[src/rtl/i2cc_pkg.sv]
package i2cc_pkg;
  localparam int BYTE_W = 8;

  // register addresses
  localparam logic [1:0] A_CTRL = 2'd0;
  localparam logic [1:0] A_STAT = 2'd1;
  localparam logic [1:0] A_DATA = 2'd2;
  localparam logic [1:0] A_DIV  = 2'd3;

  // control bits
  localparam int C_EN   = 0;
  localparam int C_IE   = 1;
  localparam int C_MST  = 2;
  localparam int C_TX   = 3;
  localparam int C_TXAK = 4;
  localparam int C_RSTA = 5;

  // status bits
  localparam int S_TCF  = 0;
  localparam int S_AAS  = 1;
  localparam int S_BUSY = 2;
  localparam int S_ARBL = 3;
  localparam int S_SRW  = 4;
  localparam int S_IF   = 5;
  localparam int S_RXAK = 6;

  typedef enum logic [2:0] {
    ST_IDLE, ST_START, ST_HOLD, ST_BIT, ST_STOP, ST_RST
  } seqState_t;

  // strobes from sequencer to datapath
  typedef struct packed {
    logic load;
    logic shift;
    logic bitIn;
  } dpStrb_t;
endpackage

[src/rtl/i2cc_dp.sv]
module i2cc_dp
  import i2cc_pkg::*;
#(
  parameter logic [6:0] OWN_ADDR = 7'h3A
) (
  input  logic              clk,
  input  logic              rstN,
  input  logic              en,
  input  dpStrb_t           strb,
  input  logic [BYTE_W-1:0] wrData,
  input  logic              mstActive,
  input  logic              sclIn,
  input  logic              sdaIn,
  output logic [BYTE_W-1:0] shReg,
  output logic              sclS,
  output logic              sdaS,
  output logic              busy,
  output logic              startDet,
  output logic              stopDet,
  output logic              slvHit,
  output logic              slvRw,
  output logic              slvAckDrv
);
  localparam int CNT_W = $clog2(BYTE_W + 2);

  logic              sclP, sdaP, slvOn;
  logic [CNT_W-1:0]  slvCnt;
  logic [BYTE_W-1:0] slvSh;
  logic              sclRise, sclFall, addrMatch;

  assign startDet  = sclS && sclP && sdaP && !sdaS;
  assign stopDet   = sclS && sclP && !sdaP && sdaS;
  assign sclRise   = sclS && !sclP;
  assign sclFall   = !sclS && sclP;
  assign addrMatch = (slvSh[BYTE_W-1:1] == OWN_ADDR);
  assign slvRw     = slvSh[0];

  always_ff @(posedge clk or negedge rstN) begin
    if (!rstN) begin
      {sclS, sdaS, sclP, sdaP, busy, slvOn, slvAckDrv, slvHit} <= '0;
      slvCnt <= '0;
      slvSh  <= '0;
      shReg  <= '0;
    end else if (!en) begin
      {sclS, sdaS, sclP, sdaP, busy, slvOn, slvAckDrv, slvHit} <= '0;
      slvCnt <= '0;
      slvSh  <= '0;
      shReg  <= '0;
    end else begin
      sclS   <= sclIn;
      sdaS   <= sdaIn;
      sclP   <= sclS;
      sdaP   <= sdaS;
      slvHit <= 1'b0;
      if (startDet)     busy <= 1'b1;
      else if (stopDet) busy <= 1'b0;

      if (strb.load)       shReg <= wrData;
      else if (strb.shift) shReg <= {shReg[BYTE_W-2:0], strb.bitIn};

      if (startDet && !mstActive) begin
        slvOn     <= 1'b1;
        slvCnt    <= '0;
        slvAckDrv <= 1'b0;
      end else if (stopDet) begin
        slvOn     <= 1'b0;
        slvAckDrv <= 1'b0;
      end else if (slvOn) begin
        if (sclRise && slvCnt < CNT_W'(BYTE_W)) begin
          slvSh  <= {slvSh[BYTE_W-2:0], sdaS};
          slvCnt <= slvCnt + 1'b1;
        end else if (sclFall && slvCnt == CNT_W'(BYTE_W)) begin
          if (addrMatch) begin
            slvAckDrv <= 1'b1;
            slvHit    <= 1'b1;
            slvCnt    <= slvCnt + 1'b1;
          end else begin
            slvOn <= 1'b0;
          end
        end else if (sclFall && slvCnt == CNT_W'(BYTE_W + 1)) begin
          slvAckDrv <= 1'b0;
          slvOn     <= 1'b0;
        end
      end
    end
  end

  AST_SLV_ACK_NOT_MASTER: assert property (@(posedge clk) disable iff (!rstN) slvAckDrv |-> !mstActive);
endmodule

[src/rtl/i2cc_ctrl.sv]
module i2cc_ctrl
  import i2cc_pkg::*;
(
  input  logic              clk,
  input  logic              rstN,
  input  logic              wrEn,
  input  logic [1:0]        wrAddr,
  input  logic [BYTE_W-1:0] wrData,
  input  logic              rdEn,
  input  logic [1:0]        rdAddr,
  output logic [BYTE_W-1:0] rdData,
  output logic              irq,
  input  logic              sclS,
  input  logic              sdaS,
  input  logic              busy,
  input  logic              startDet,
  input  logic              stopDet,
  input  logic              slvHit,
  input  logic              slvRw,
  input  logic [BYTE_W-1:0] shReg,
  output dpStrb_t           strb,
  output logic              enR,
  output logic              mstActive,
  output logic              mSclLow,
  output logic              mSdaLow
);
  localparam logic [3:0] LAST_BIT = 4'(BYTE_W);

  seqState_t         st;
  logic              ieR, mstR, txR, txakR;
  logic              tcf, aas, arbl, srw, iif, rxak;
  logic [BYTE_W-1:0] divR, divCnt;
  logic [1:0]        ph;
  logic [3:0]        bitCnt;
  logic              tick, ctrlWr, statWr, dataWr, dataRd, rstaReq, rstaOk, drvLow;

  assign tick    = enR && (divCnt == '0);
  assign ctrlWr  = wrEn && wrAddr == A_CTRL;
  assign statWr  = wrEn && wrAddr == A_STAT;
  assign dataWr  = wrEn && wrAddr == A_DATA && enR;
  assign dataRd  = rdEn && rdAddr == A_DATA && enR;
  assign rstaReq = ctrlWr && wrData[C_RSTA];
  assign rstaOk  = rstaReq && st == ST_HOLD && mstR && wrData[C_MST];
  assign drvLow  = (bitCnt == LAST_BIT) ? (!txR && !txakR) : (txR && !shReg[BYTE_W-1]);

  assign mstActive   = (st != ST_IDLE);
  assign strb.load   = dataWr && st == ST_HOLD && txR && mstR;
  assign strb.shift  = st == ST_BIT && tick && ph == 2'd2 && sclS && bitCnt < LAST_BIT;
  assign strb.bitIn  = sdaS;
  assign irq         = enR && ieR && iif;

  always_comb begin
    unique case (rdAddr)
      A_CTRL:  rdData = {3'b000, txakR, txR, mstR, ieR, enR};
      A_STAT:  rdData = {1'b0, rxak, iif, srw, arbl, busy && enR, aas, tcf};
      A_DATA:  rdData = shReg;
      default: rdData = divR;
    endcase
  end

  always_ff @(posedge clk or negedge rstN) begin
    if (!rstN) begin
      {enR, ieR, mstR, txR, txakR} <= '0;
      {tcf, aas, arbl, srw, iif, rxak} <= '0;
      {mSclLow, mSdaLow} <= '0;
      st <= ST_IDLE; ph <= '0; bitCnt <= '0;
      divR <= '0; divCnt <= '0;
    end else begin
      if (ctrlWr) {txakR, txR, mstR, ieR, enR} <= wrData[C_TXAK:C_EN];
      if (wrEn && wrAddr == A_DIV) divR <= wrData;
      if (!enR) begin
        {tcf, aas, arbl, srw, iif, rxak} <= '0;
        {mSclLow, mSdaLow} <= '0;
        st <= ST_IDLE; ph <= '0; divCnt <= '0;
      end else begin
        divCnt <= tick ? divR : divCnt - 1'b1;
        if (statWr && wrData[S_ARBL]) arbl <= 1'b0;
        if (statWr && wrData[S_IF])   iif  <= 1'b0;
        if (slvHit) begin
          aas <= 1'b1; srw <= slvRw; iif <= 1'b1;
        end else if (startDet || stopDet) aas <= 1'b0;
        if (dataWr || dataRd) tcf <= 1'b0;
        if (rstaReq && !rstaOk) begin arbl <= 1'b1; iif <= 1'b1; end
        unique case (st)
          ST_IDLE: begin
            ph <= '0; mSclLow <= 1'b0; mSdaLow <= 1'b0;
            if (mstR) begin
              if (busy) begin arbl <= 1'b1; iif <= 1'b1; mstR <= 1'b0; end
              else st <= ST_START;
            end
          end
          ST_START: if (tick) begin
            if (ph == 2'd0) begin mSdaLow <= 1'b1; ph <= 2'd1; end
            else begin mSclLow <= 1'b1; ph <= 2'd0; st <= ST_HOLD; end
          end
          ST_HOLD: begin
            ph <= '0;
            if (!mstR) st <= ST_STOP;
            else if (rstaOk) st <= ST_RST;
            else if ((dataWr && txR) || (dataRd && !txR)) begin
              st <= ST_BIT; bitCnt <= '0;
            end
          end
          ST_BIT: if (tick) begin
            unique case (ph)
              2'd0: begin mSdaLow <= drvLow; ph <= 2'd1; end
              2'd1: begin mSclLow <= 1'b0; ph <= 2'd2; end
              2'd2: if (sclS) begin
                ph <= 2'd3;
                if (bitCnt == LAST_BIT && txR) rxak <= sdaS;
                if (txR && bitCnt < LAST_BIT && !mSdaLow && !sdaS) begin
                  arbl <= 1'b1; iif <= 1'b1; mstR <= 1'b0;
                  mSdaLow <= 1'b0; mSclLow <= 1'b0; st <= ST_IDLE;
                end
              end
              default: begin
                mSclLow <= 1'b1; ph <= 2'd0;
                if (bitCnt == LAST_BIT) begin tcf <= 1'b1; iif <= 1'b1; st <= ST_HOLD; end
                else bitCnt <= bitCnt + 1'b1;
              end
            endcase
          end
          ST_STOP: if (tick) begin
            if (ph == 2'd0) begin mSdaLow <= 1'b1; ph <= 2'd1; end
            else if (ph == 2'd1) begin mSclLow <= 1'b0; ph <= 2'd2; end
            else if (sclS) begin mSdaLow <= 1'b0; ph <= 2'd0; st <= ST_IDLE; end
          end
          default: if (tick) begin
            if (ph == 2'd0) begin mSdaLow <= 1'b0; ph <= 2'd1; end
            else if (ph == 2'd1) begin mSclLow <= 1'b0; ph <= 2'd2; end
            else if (ph == 2'd2) begin if (sclS) begin mSdaLow <= 1'b1; ph <= 2'd3; end end
            else begin mSclLow <= 1'b1; ph <= 2'd0; st <= ST_HOLD; end
          end
        endcase
      end
    end
  end

  AST_START_SDA_FIRST: assert property (@(posedge clk) disable iff (!rstN) (st == ST_START && tick && ph == 2'd1) |-> mSdaLow);
  AST_BITCNT_LIMIT: assert property (@(posedge clk) disable iff (!rstN) bitCnt <= LAST_BIT);
  AST_TCF_IN_HOLD: assert property (@(posedge clk) disable iff (!rstN) $rose(tcf) |-> st == ST_HOLD);
  AST_ARB_RELEASE: assert property (@(posedge clk) disable iff (!rstN) ($past(st) == ST_BIT && st == ST_IDLE && enR && $past(enR)) |-> (!mstR && !mSclLow && !mSdaLow));
endmodule

[src/rtl/i2cc_top.sv]
module i2cc_top
  import i2cc_pkg::*;
#(
  parameter logic [6:0] OWN_ADDR = 7'h3A
) (
  input  logic       clk,
  input  logic       rstN,
  input  logic       wrEn,
  input  logic [1:0] wrAddr,
  input  logic [7:0] wrData,
  input  logic       rdEn,
  input  logic [1:0] rdAddr,
  output logic [7:0] rdData,
  output logic       irq,
  input  logic       sclIn,
  input  logic       sdaIn,
  output logic       sclOe,
  output logic       sdaOe
);
  dpStrb_t           strb;
  logic              en, mstActive, mSclLow, mSdaLow;
  logic              sclS, sdaS, busy, startDet, stopDet, slvHit, slvRw, slvAckDrv;
  logic [BYTE_W-1:0] shReg;

  i2cc_ctrl u_ctrl (
    .clk, .rstN, .wrEn, .wrAddr, .wrData, .rdEn, .rdAddr, .rdData, .irq,
    .sclS, .sdaS, .busy, .startDet, .stopDet, .slvHit, .slvRw, .shReg,
    .strb, .enR(en), .mstActive, .mSclLow, .mSdaLow
  );

  i2cc_dp #(.OWN_ADDR(OWN_ADDR)) u_dp (
    .clk, .rstN, .en, .strb, .wrData, .mstActive, .sclIn, .sdaIn,
    .shReg, .sclS, .sdaS, .busy, .startDet, .stopDet, .slvHit, .slvRw, .slvAckDrv
  );

  assign sclOe = en && mSclLow;
  assign sdaOe = en && (mSdaLow || slvAckDrv);
endmodule

[config.mk]
export PLATFORM = sky130hd
export DESIGN_NAME = i2cc_top
export DESIGN_NICKNAME = d
export VERILOG_FILES = /design/src/rtl/i2cc_pkg.sv /design/src/rtl/i2cc_dp.sv /design/src/rtl/i2cc_ctrl.sv /design/src/rtl/i2cc_top.sv
export SDC_FILE = /design/constraint.sdc
export NUM_CORES = 1
export LEC_CHECK = 0
export BUFFER_PORTS_ARGS = -buffer_cell sky130_fd_sc_hd__clkbuf_2
export CORE_ASPECT_RATIO = 1.5
export CORE_MARGIN = 4
export CORE_UTILIZATION = 45
export CTS_CLUSTER_SIZE = 10
export DETAILED_ROUTE_END_ITERATION = 8
export SLEW_MARGIN = 10
export SYNTH_ARGS = -nofsm -noshare
export SYNTH_HDL_FRONTEND = slang
export SYNTH_SLANG_ARGS = --single-unit
export TNS_END_PERCENT = 5
[constraint.sdc]
create_clock -name clk -period 7 [get_ports clk]
set_input_delay 0.7 -clock clk [delete_from_list [all_inputs] [get_ports clk]]
set_output_delay 0.7 -clock clk [all_outputs]
set_load 0.02 [all_outputs]
Word level (Yosys, flattened, before mapping):

Index checks and enable logic that the tools add are counted.

* register bits after elaboration: 66
* input port bits: 18
* output and inout bits: 11
* logic and storage cells: 358

* add/sub/neg operators: 3
* order comparisons: 2
* eq/ne operators: 75
* mux-type cells: 170
* reduce and logical (&&, ||, !) cells: 79

Operators by type and width (count)
* 2-to-1 mux 1 bit: 101
* 2-to-1 mux 8 bit: 10
* 2-to-1 mux 3 bit: 20
* 2-to-1 mux 4 bit: 13
* inequality test 3 bit (second input constant): 16
* logical AND 1 bit: 46
* 2-to-1 mux 2 bit: 12
* one-hot mux 8 bit (3 select lines): 1
* inequality test 2 bit (second input constant): 11
* inequality test 4 bit (second input constant): 5
* inequality test 5 bit (second input constant): 4
* AND reduction 18 bit: 1
* one-hot mux 3 bit (5 select lines): 1
* AND reduction 14 bit: 1
* AND reduction 13 bit: 1
* equality test 4 bit (second input constant): 3
* inequality test 2 x 1 -> 1 bit (second input constant): 6
* inequality test 4 x 1 -> 1 bit (second input constant): 3
* inequality test 4 x 3 -> 1 bit (second input constant): 3
* inequality test 6 bit (second input constant): 2
* AND reduction 4 bit: 3
* logical NOT 1 bit: 10
* inequality test 5 x 4 -> 1 bit (second input constant): 2
* one-hot mux 1 bit (2 select lines): 5
* other kinds (30): 49

Longest topological paths before layout:

Gate-level depths: netlist of run 1.

* depth after elaboration: 15
* mapped depth: 8
* gate-level depth less buffers: 7

Cells and area by module:

From an unflattened synthesis of run 1, not the netlist that was laid out.

* cells, all modules: 429
* area, all modules: 4151.5 µm²

Modules (own cells, without submodules)
* i2cc_ctrl: times used 1, cells an instance 294, area each 2716.4 µm², sequential area each 950.9 µm²
* i2cc_dp: times used 1, cells an instance 133, area each 1421.4 µm², sequential area each 700.7 µm²
* i2cc_top: times used 1, cells an instance 2, area each 13.8 µm², sequential area each 0.0 µm²

Worst setup path after synthesis of run 1:

No wires, ideal clock.

* path kind: register -> output
* start point: reg u_ctrl.enR
* end point: out irq
* arrival time: 1825 ps
* required time: 6300 ps
* slack: 4475 ps
* stages on the path, launching flop included: 6
* path buffers: 4
* cell sequence: dfrtp_1 > clkdlybuf4s50_2 > clkbuf_8 > clkbuf_1 > clkbuf_1 > and3_1

* cells in the longest elaborated chain, start to end: 2

Ends and longest elaborated chain
* start: declaration: line i2cc_ctrl.sv:22 `output logic enR,`
* start signal: assignment: line i2cc_ctrl.sv:69 `if (ctrlWr) {txakR, txR, mstR, ieR, enR} <= wrData[C_TXAK:C_EN];`
* logical AND 1 bit (2 in a row): line i2cc_ctrl.sv:50 `assign irq = enR && ieR && iif;`
* end: declaration: line i2cc_top.sv:14 `output logic irq,`

No other way between the ends.

Worst setup path in the final report of run 1:

* start point: reg u_ctrl.divCnt[3]
* end point: reg u_ctrl.st[0]

* cells in the longest elaborated chain, start to end: 4
* elaborated cells between the ends (all ways): 7
* classes of those cells: eq/ne: 4; reduce/logical: 3

Ends and longest elaborated chain
* start: declaration: line i2cc_ctrl.sv:32 `logic [BYTE_W-1:0] divR, divCnt;`
* start signal: assignment: line i2cc_ctrl.sv:76 `divCnt <= tick ? divR : divCnt - 1'b1;`
* logical NOT 8 bit *: line i2cc_ctrl.sv:37 `assign tick = enR && (divCnt == '0);`
* logical AND 1 bit *: line i2cc_ctrl.sv:37
* inequality test 4 bit (no line) or inequality test 3 bit (tied branches)
* AND reduction 18 bit (no line) *
* end signal: assignment: line i2cc_ctrl.sv:66 `st <= ST_IDLE; ph <= '0; bitCnt <= '0;`
* end signal: assignment: line i2cc_ctrl.sv:74 `st <= ST_IDLE; ph <= '0; divCnt <= '0;`
* end signal: assignment: line i2cc_ctrl.sv:89 `else st <= ST_START;`
* end: declaration: line i2cc_ctrl.sv:29 `seqState_t st;`

Every way passes the cells marked *; elsewhere a longest branch is shown, timed or not.
A chain may end at the register's enable or synchronous reset.

==> flow_metrics.env, run 1 <==
export IMPL_status="finished clean"
export IMPL_timing_final_crit_share=0.3642
export IMPL_avgSynthCellArea_sq_um=8.951
export IMPL_clockRootBuffer="clkbuf_16"
export IMPL_cp_buffers_inverters=0
export IMPL_drive_above_1_share=0.1535
export IMPL_stdcell_area_sq_um=4474
export IMPL_diodes=0
export IMPL_cts_htree_levels=3
export IMPL_cts_sinks=66
export IMPL_async_reset_ff_frac=1.000
export IMPL_mostFrequentLayoutCells="dfrtp_1 (66), nand2_1 (52), nor2_1 (48), a21oi_1 (35), o21ai_0 (32)"
export IMPL_cp_required_ns=7.21
export IMPL_antenna_found_initial=0
export IMPL_grt_pass1_wl_um=16830
export IMPL_coreArea_sq_um=8776
export IMPL_nets=492
export IMPL_grt_ovfl_total=0
export IMPL_die_area_sq_um=10540
export IMPL_cts_hold_buf=0
export IMPL_start_util=0.4579
export IMPL_slew_headroom=0.4237
export IMPL_first_global_vias=3224
export IMPL_setup_worst_path_end_class="register"
export IMPL_die_h_um=123.7
export IMPL_first_pass_iters=5
export IMPL_drt_wl_total_um=10220
export IMPL_io_pins=29
export IMPL_cpMaxStageDelayCell="or4_1"
export IMPL_hold_viol=0
export IMPL_grt_usage=0.2070
export IMPL_ys_seq_area_frac=0.4110
export IMPL_synth_ff_type="dfrtp_1"
export IMPL_finalNonFillerCells=579
export IMPL_crit_arrival_ns=2.76
export IMPL_synthesis_area_sq_um=4019
export IMPL_port_buffers=28
export IMPL_cap_viol_max_count=0
export IMPL_yosysWarnings=0
export IMPL_fill_cells=830
export IMPL_syn_inst=449
export IMPL_critPathTopFamily="simple AND/OR/NAND/NOR gates"
export IMPL_drc=0
export IMPL_max_freq_mhz=392.2
export IMPL_drt_iter0_drc=194
export IMPL_cts_resized=0
export IMPL_synth_edf_count=0
export IMPL_critPathLaunchType="register"
export IMPL_synth_seq_cells=66
export IMPL_path_clk_slew_ns=0.06
export IMPL_tns_ns=0
export IMPL_rsz0062_at_grt="no"
export IMPL_ant_nets=0
export IMPL_setup_violations=0
export IMPL_path_class="reg2reg"
export IMPL_areaGrowthSynthToFinish_pct=11.33
export IMPL_yosysUniqueCellTypes=69
export IMPL_wire_per_inst_um=17.65
export IMPL_layout_commonest_cell="dfrtp_1"
export IMPL_syn_nets=477
export IMPL_tightest_slew_ns=0.8644
export IMPL_clock_latency_ns=0.34
export IMPL_placed_area_sq_um=4154
export IMPL_p_leak_nw=1.908
export IMPL_clock_path_buffers=2
export IMPL_post_route_min_period_ns=2.550
export IMPL_post_cts_setup_buffers=0
export IMPL_via_count=3400
export IMPL_power_density_nw_per_um2=328.4
export IMPL_numCtsBuffers=9
export IMPL_cp_cell_sequence="or4_1 -> or2_2 -> o211ai_1 -> and4_1 -> mux2_1"
export IMPL_cpPeakStageDelay_ns=0.68
export IMPL_dp_cells=563
export IMPL_hpwlAfterDp_um=7144
export IMPL_finClkSkew_ns=0.007134
export IMPL_cts_tree="yes"
export IMPL_fp_dieW_um=85.16
export IMPL_crit_path_max_fanout=16
export IMPL_vias_per_cell=5.872
export IMPL_min_path_type="reg2reg"
export IMPL_num_rows=42
export IMPL_gp_congestion=0.8453
export IMPL_slew_viol_final=0
export IMPL_ir_worst_vdd_uv=150.4
export IMPL_grt_max_degree=67
==> routing by layer <==
layer,global-route usage,vias up,part of all wire
met5,0,-,0
met4,0.1040,0,0.031
met3,0.03640,23,0.050
met2,0.3327,117,0.50
met1,0.2681,1633,0.42
li1,-,1627,-
==> path summary, 6_finish.rpt <==
check / from / to / slack (ns) / cells past startpoint
max in group asynchronous: rstN / u_dp.sdaP / 5.88 / 2
worst min register to register: u_ctrl.divCnt[0] / u_ctrl.divCnt[0] / 0.50 / 1
worst max register to register: u_ctrl.divCnt[3] / u_ctrl.st[0] / 4.45 / 5
worst max-delay path: u_ctrl.divCnt[3] / u_ctrl.st[0] / 4.45 / 5
min in group asynchronous: rstN / u_dp.shReg[4] / 0.56 / 2
worst min-delay path: u_ctrl.divCnt[0] / u_ctrl.divCnt[0] / 0.50 / 1
==> synth_stat cells (all sizes together), types with 4 or more instances <==
master | n | area [sq um]
clkbuf | 22 | 122.6
a211oi | 5 | 37.54
xnor2 | 4 | 35.03
a31oi | 12 | 75.07
nor2b | 4 | 25.02
a21oi | 37 | 192.7
nor3 | 11 | 55.05
o21ai | 32 | 160.2
and2 | 9 | 56.31
mux4 | 5 | 112.6
mux2i | 10 | 100.1
dfrtp | 66 | 1652
ha | 10 | 125.1
nor2 | 48 | 180.2
o211ai | 4 | 30.03
buf | 4 | 31.27
or3 | 4 | 30.03
nand2 | 52 | 195.2
nand3 | 12 | 60.06
nand3b | 6 | 45.04
nand2b | 4 | 25.02
inv | 23 | 86.33
mux2 | 7 | 78.82
==> area by class of cell <==
cell class / instances / area (sq um) / area share
Multi-Input combinational cell: 332 / 2112 / 0.4720
Sequential cell: 66 / 1652 / 0.3691
Clock buffer: 11 / 242.7 / 0.05425
Timing Repair Buffer: 31 / 162.7 / 0.03635
Tap cell: 110 / 137.6 / 0.03076
Inverter: 24 / 90.09 / 0.02013
Clock inverter: 5 / 77.57 / 0.01734
==> worst register-to-register path: stages (launching register included) <==
cell      delay, ns
dfrtp_1        0.43
or4_1          0.68
or2_2          0.48
o211ai_1       0.20
and4_1         0.28
mux2_1         0.36
==> metrics by stage <==
stage          hold WS, ns    util  total power [mW]  setup slack [ns]
3_5_place_dp        0.4878  0.4733            0.9833             4.409
3_3_place_gp        0.4720  0.4733            0.9731             4.375
2_1_floorplan       0.4044       -            0.8792             4.475
4_1_cts             0.4977  0.5098             1.478             4.447
6_report            0.4982  0.5098             1.470             4.450
5_1_grt             0.5227  0.5098             1.560             4.307
==> registers in the layout (all words and copies together), names as in the netlist, 2 cells and up <==
signal / cells
u_dp.slvSh: 8
u_ctrl.divR: 8
u_ctrl.bitCnt: 4
u_dp.shReg: 8
u_ctrl.ph: 2
u_dp.slvCnt: 4
u_ctrl.divCnt: 8
u_ctrl.st: 3
==> power breakdown <==
part	leakage (nW)	switching (mW)	internal [mW]	total, mW
Sequential	0.862	0.0897	0.444	0.534
Clock	0.156	0.169	0.320	0.489
Combinational	0.890	0.266	0.181	0.447
==> cells by family (layout without fill, tap and decap cells) <==
logic type,count (synthesis),count (layout),share of synthesized area
and+or+nand+nor,175,175,0.2186
AOI/OAI and AO/OA,120,120,0.1924
DFF,66,66,0.4110
buffers and inverters,51,71,0.06351
muxes,22,22,0.07254
adders and majority gates,10,10,0.03113
xor gates and xnor gates,5,5,0.01090
Power figures use the tool's default switching activity.
==> run 2, diff against run 1 <==
==> constraint.sdc (replaced) <==
create_clock -name clk -period 2.6 [get_ports clk]
set_input_delay 0.26 -clock clk [delete_from_list [all_inputs] [get_ports clk]]
set_output_delay 0.26 -clock clk [all_outputs]
set_load 0.02 [all_outputs]
==> flow_metrics.env, run 2 (synthesis gave the netlist of run 1 again) <==
export IMPL_ant_nets=0
export IMPL_num_rows=42
export IMPL_utilization=0.5261
export IMPL_clockRootBuffer="clkbuf_16"
export IMPL_slew_viol_final=0
export IMPL_start_util=0.4579
export IMPL_tightest_slew_ns=0.6198
export IMPL_drt_iter0_drc=206
export IMPL_fill_cells=832
export IMPL_cts_htree_levels=3
export IMPL_areaGrowthSynthToFinish_pct=14.88
export IMPL_total_power_mw=4.089
export IMPL_drt_wl_total_um=10360
export IMPL_path_class="reg2reg"
export IMPL_mostFrequentLayoutCells="dfrtp_1 (66), nand2_1 (52), nor2_1 (48), a21oi_1 (35), o21ai_0 (32)"
export IMPL_grt_pass1_wl_um=17190
export IMPL_vias_per_cell=5.781
export IMPL_tns_ns=0
export IMPL_status="finished clean"
export IMPL_first_global_vias=3376
export IMPL_layout_commonest_cell="dfrtp_1"
export IMPL_nets=507
export IMPL_grt_usage=0.2087
export IMPL_drive_above_1_share=0.1756
export IMPL_rsz0062_at_grt="no"
export IMPL_clock_latency_ns=0.33
export IMPL_critPathLaunchType="register"
export IMPL_max_freq_mhz=419.1
export IMPL_via_count=3434
export IMPL_placed_area_sq_um=4272
export IMPL_antenna_found_initial=0
export IMPL_min_path_type="in2reg"
export IMPL_io_pins=29
export IMPL_cts_sinks=66
export IMPL_crit_arrival_ns=2.59
export IMPL_fp_dieW_um=85.16
export IMPL_hpwlAfterDp_um=7646
export IMPL_power_density_nw_per_um2=885.6
export IMPL_cts_hold_buf=1
export IMPL_post_cts_setup_buffers=0
export IMPL_coreArea_sq_um=8776
export IMPL_grt_ovfl_total=0
export IMPL_cp_required_ns=2.81
export IMPL_cap_viol_max_count=0
export IMPL_fin_hold_ws_ns=0.1479
export IMPL_p_leak_nw=1.989
export IMPL_hold_viol=0
export IMPL_crit_path_max_fanout=5
export IMPL_cts_tree="yes"
export IMPL_stdcell_area_sq_um=4617
export IMPL_numCtsBuffers=9
export IMPL_setup_violations=0
export IMPL_path_clk_slew_ns=0.05
export IMPL_first_pass_iters=5
export IMPL_finClkSkew_ns=0.008491
export IMPL_ir_worst_vdd_uv=584.2
export IMPL_die_area_sq_um=10540
export IMPL_timing_final_crit_share=0.9176
export IMPL_diodes=0
export IMPL_die_h_um=123.7
export IMPL_wire_per_inst_um=17.43
export IMPL_cts_resized=0
export IMPL_post_route_min_period_ns=2.386
export IMPL_clock_path_buffers=2
export IMPL_gp_congestion=0.8875
export IMPL_grt_max_degree=42
export IMPL_slew_headroom=0.5868
export IMPL_port_buffers=28
export IMPL_drc=0
export IMPL_setup_worst_path_end_class="register"
-- run 2: worst paths after layout --
kind | cells past startpoint | end | startpoint | slack (ns)
setup / recovery | 7 | u_ctrl.st[0] | u_ctrl.divCnt[0] | 0.21
hold / removal | 2 | u_dp.sdaS | sdaIn | 0.15
setup reg to reg | 7 | u_ctrl.st[0] | u_ctrl.divCnt[0] | 0.21
hold reg to reg | 1 | u_ctrl.divCnt[0] | u_ctrl.divCnt[0] | 0.49
max in group asynchronous | 3 | u_dp.slvCnt[2] | rstN | 1.48
min in group asynchronous | 2 | u_ctrl.divR[7] | rstN | 0.48
-- run 2: stage by stage --
step	instances	worst slack (ns)
floorplan	449	0.2328
global placement	577	0.2667
detailed placement	577	0.2161
CTS	594	0.2062
global route	594	0.09144
finish	594	0.2141
-- run 2: cell type report --
class	count	area, sq um	area share
Multi-Input combinational cell	332	2112	0.4575
Sequential cell	66	1652	0.3577
Timing Repair Buffer	46	290.3	0.06287
Clock buffer	11	232.7	0.05041
Tap cell	110	137.6	0.02981
Clock inverter	5	102.6	0.02222
Inverter	24	90.09	0.01951
-- run 2: power breakdown --
group	switching [mW]	leakage (nW)	internal, mW
logic	0.756	0.967	0.548
clock network	0.424	0.160	0.935
registers	0.231	0.862	1.20
total	1.41	1.99	2.68
-- run 2: metal layers --
metal / GRT usage / vias up / share of wire
met1: 0.2569 / 1653 / 0.41
met5: 0 / - / 0
met4: 0.1010 / 0 / 0.029
met3: 0.03111 / 21 / 0.039
met2: 0.3570 / 88 / 0.52
li1: - / 1672 / -
-- run 2: critical path, stage by stage, from the launching register on --
cell and delay (ns):
dfrtp_1 0.39, inv_1 0.07, ha_1 0.19, or3b_2 0.52, or2_2 0.32, a32oi_1 0.17, and4_1 0.29, mux2_1 0.33
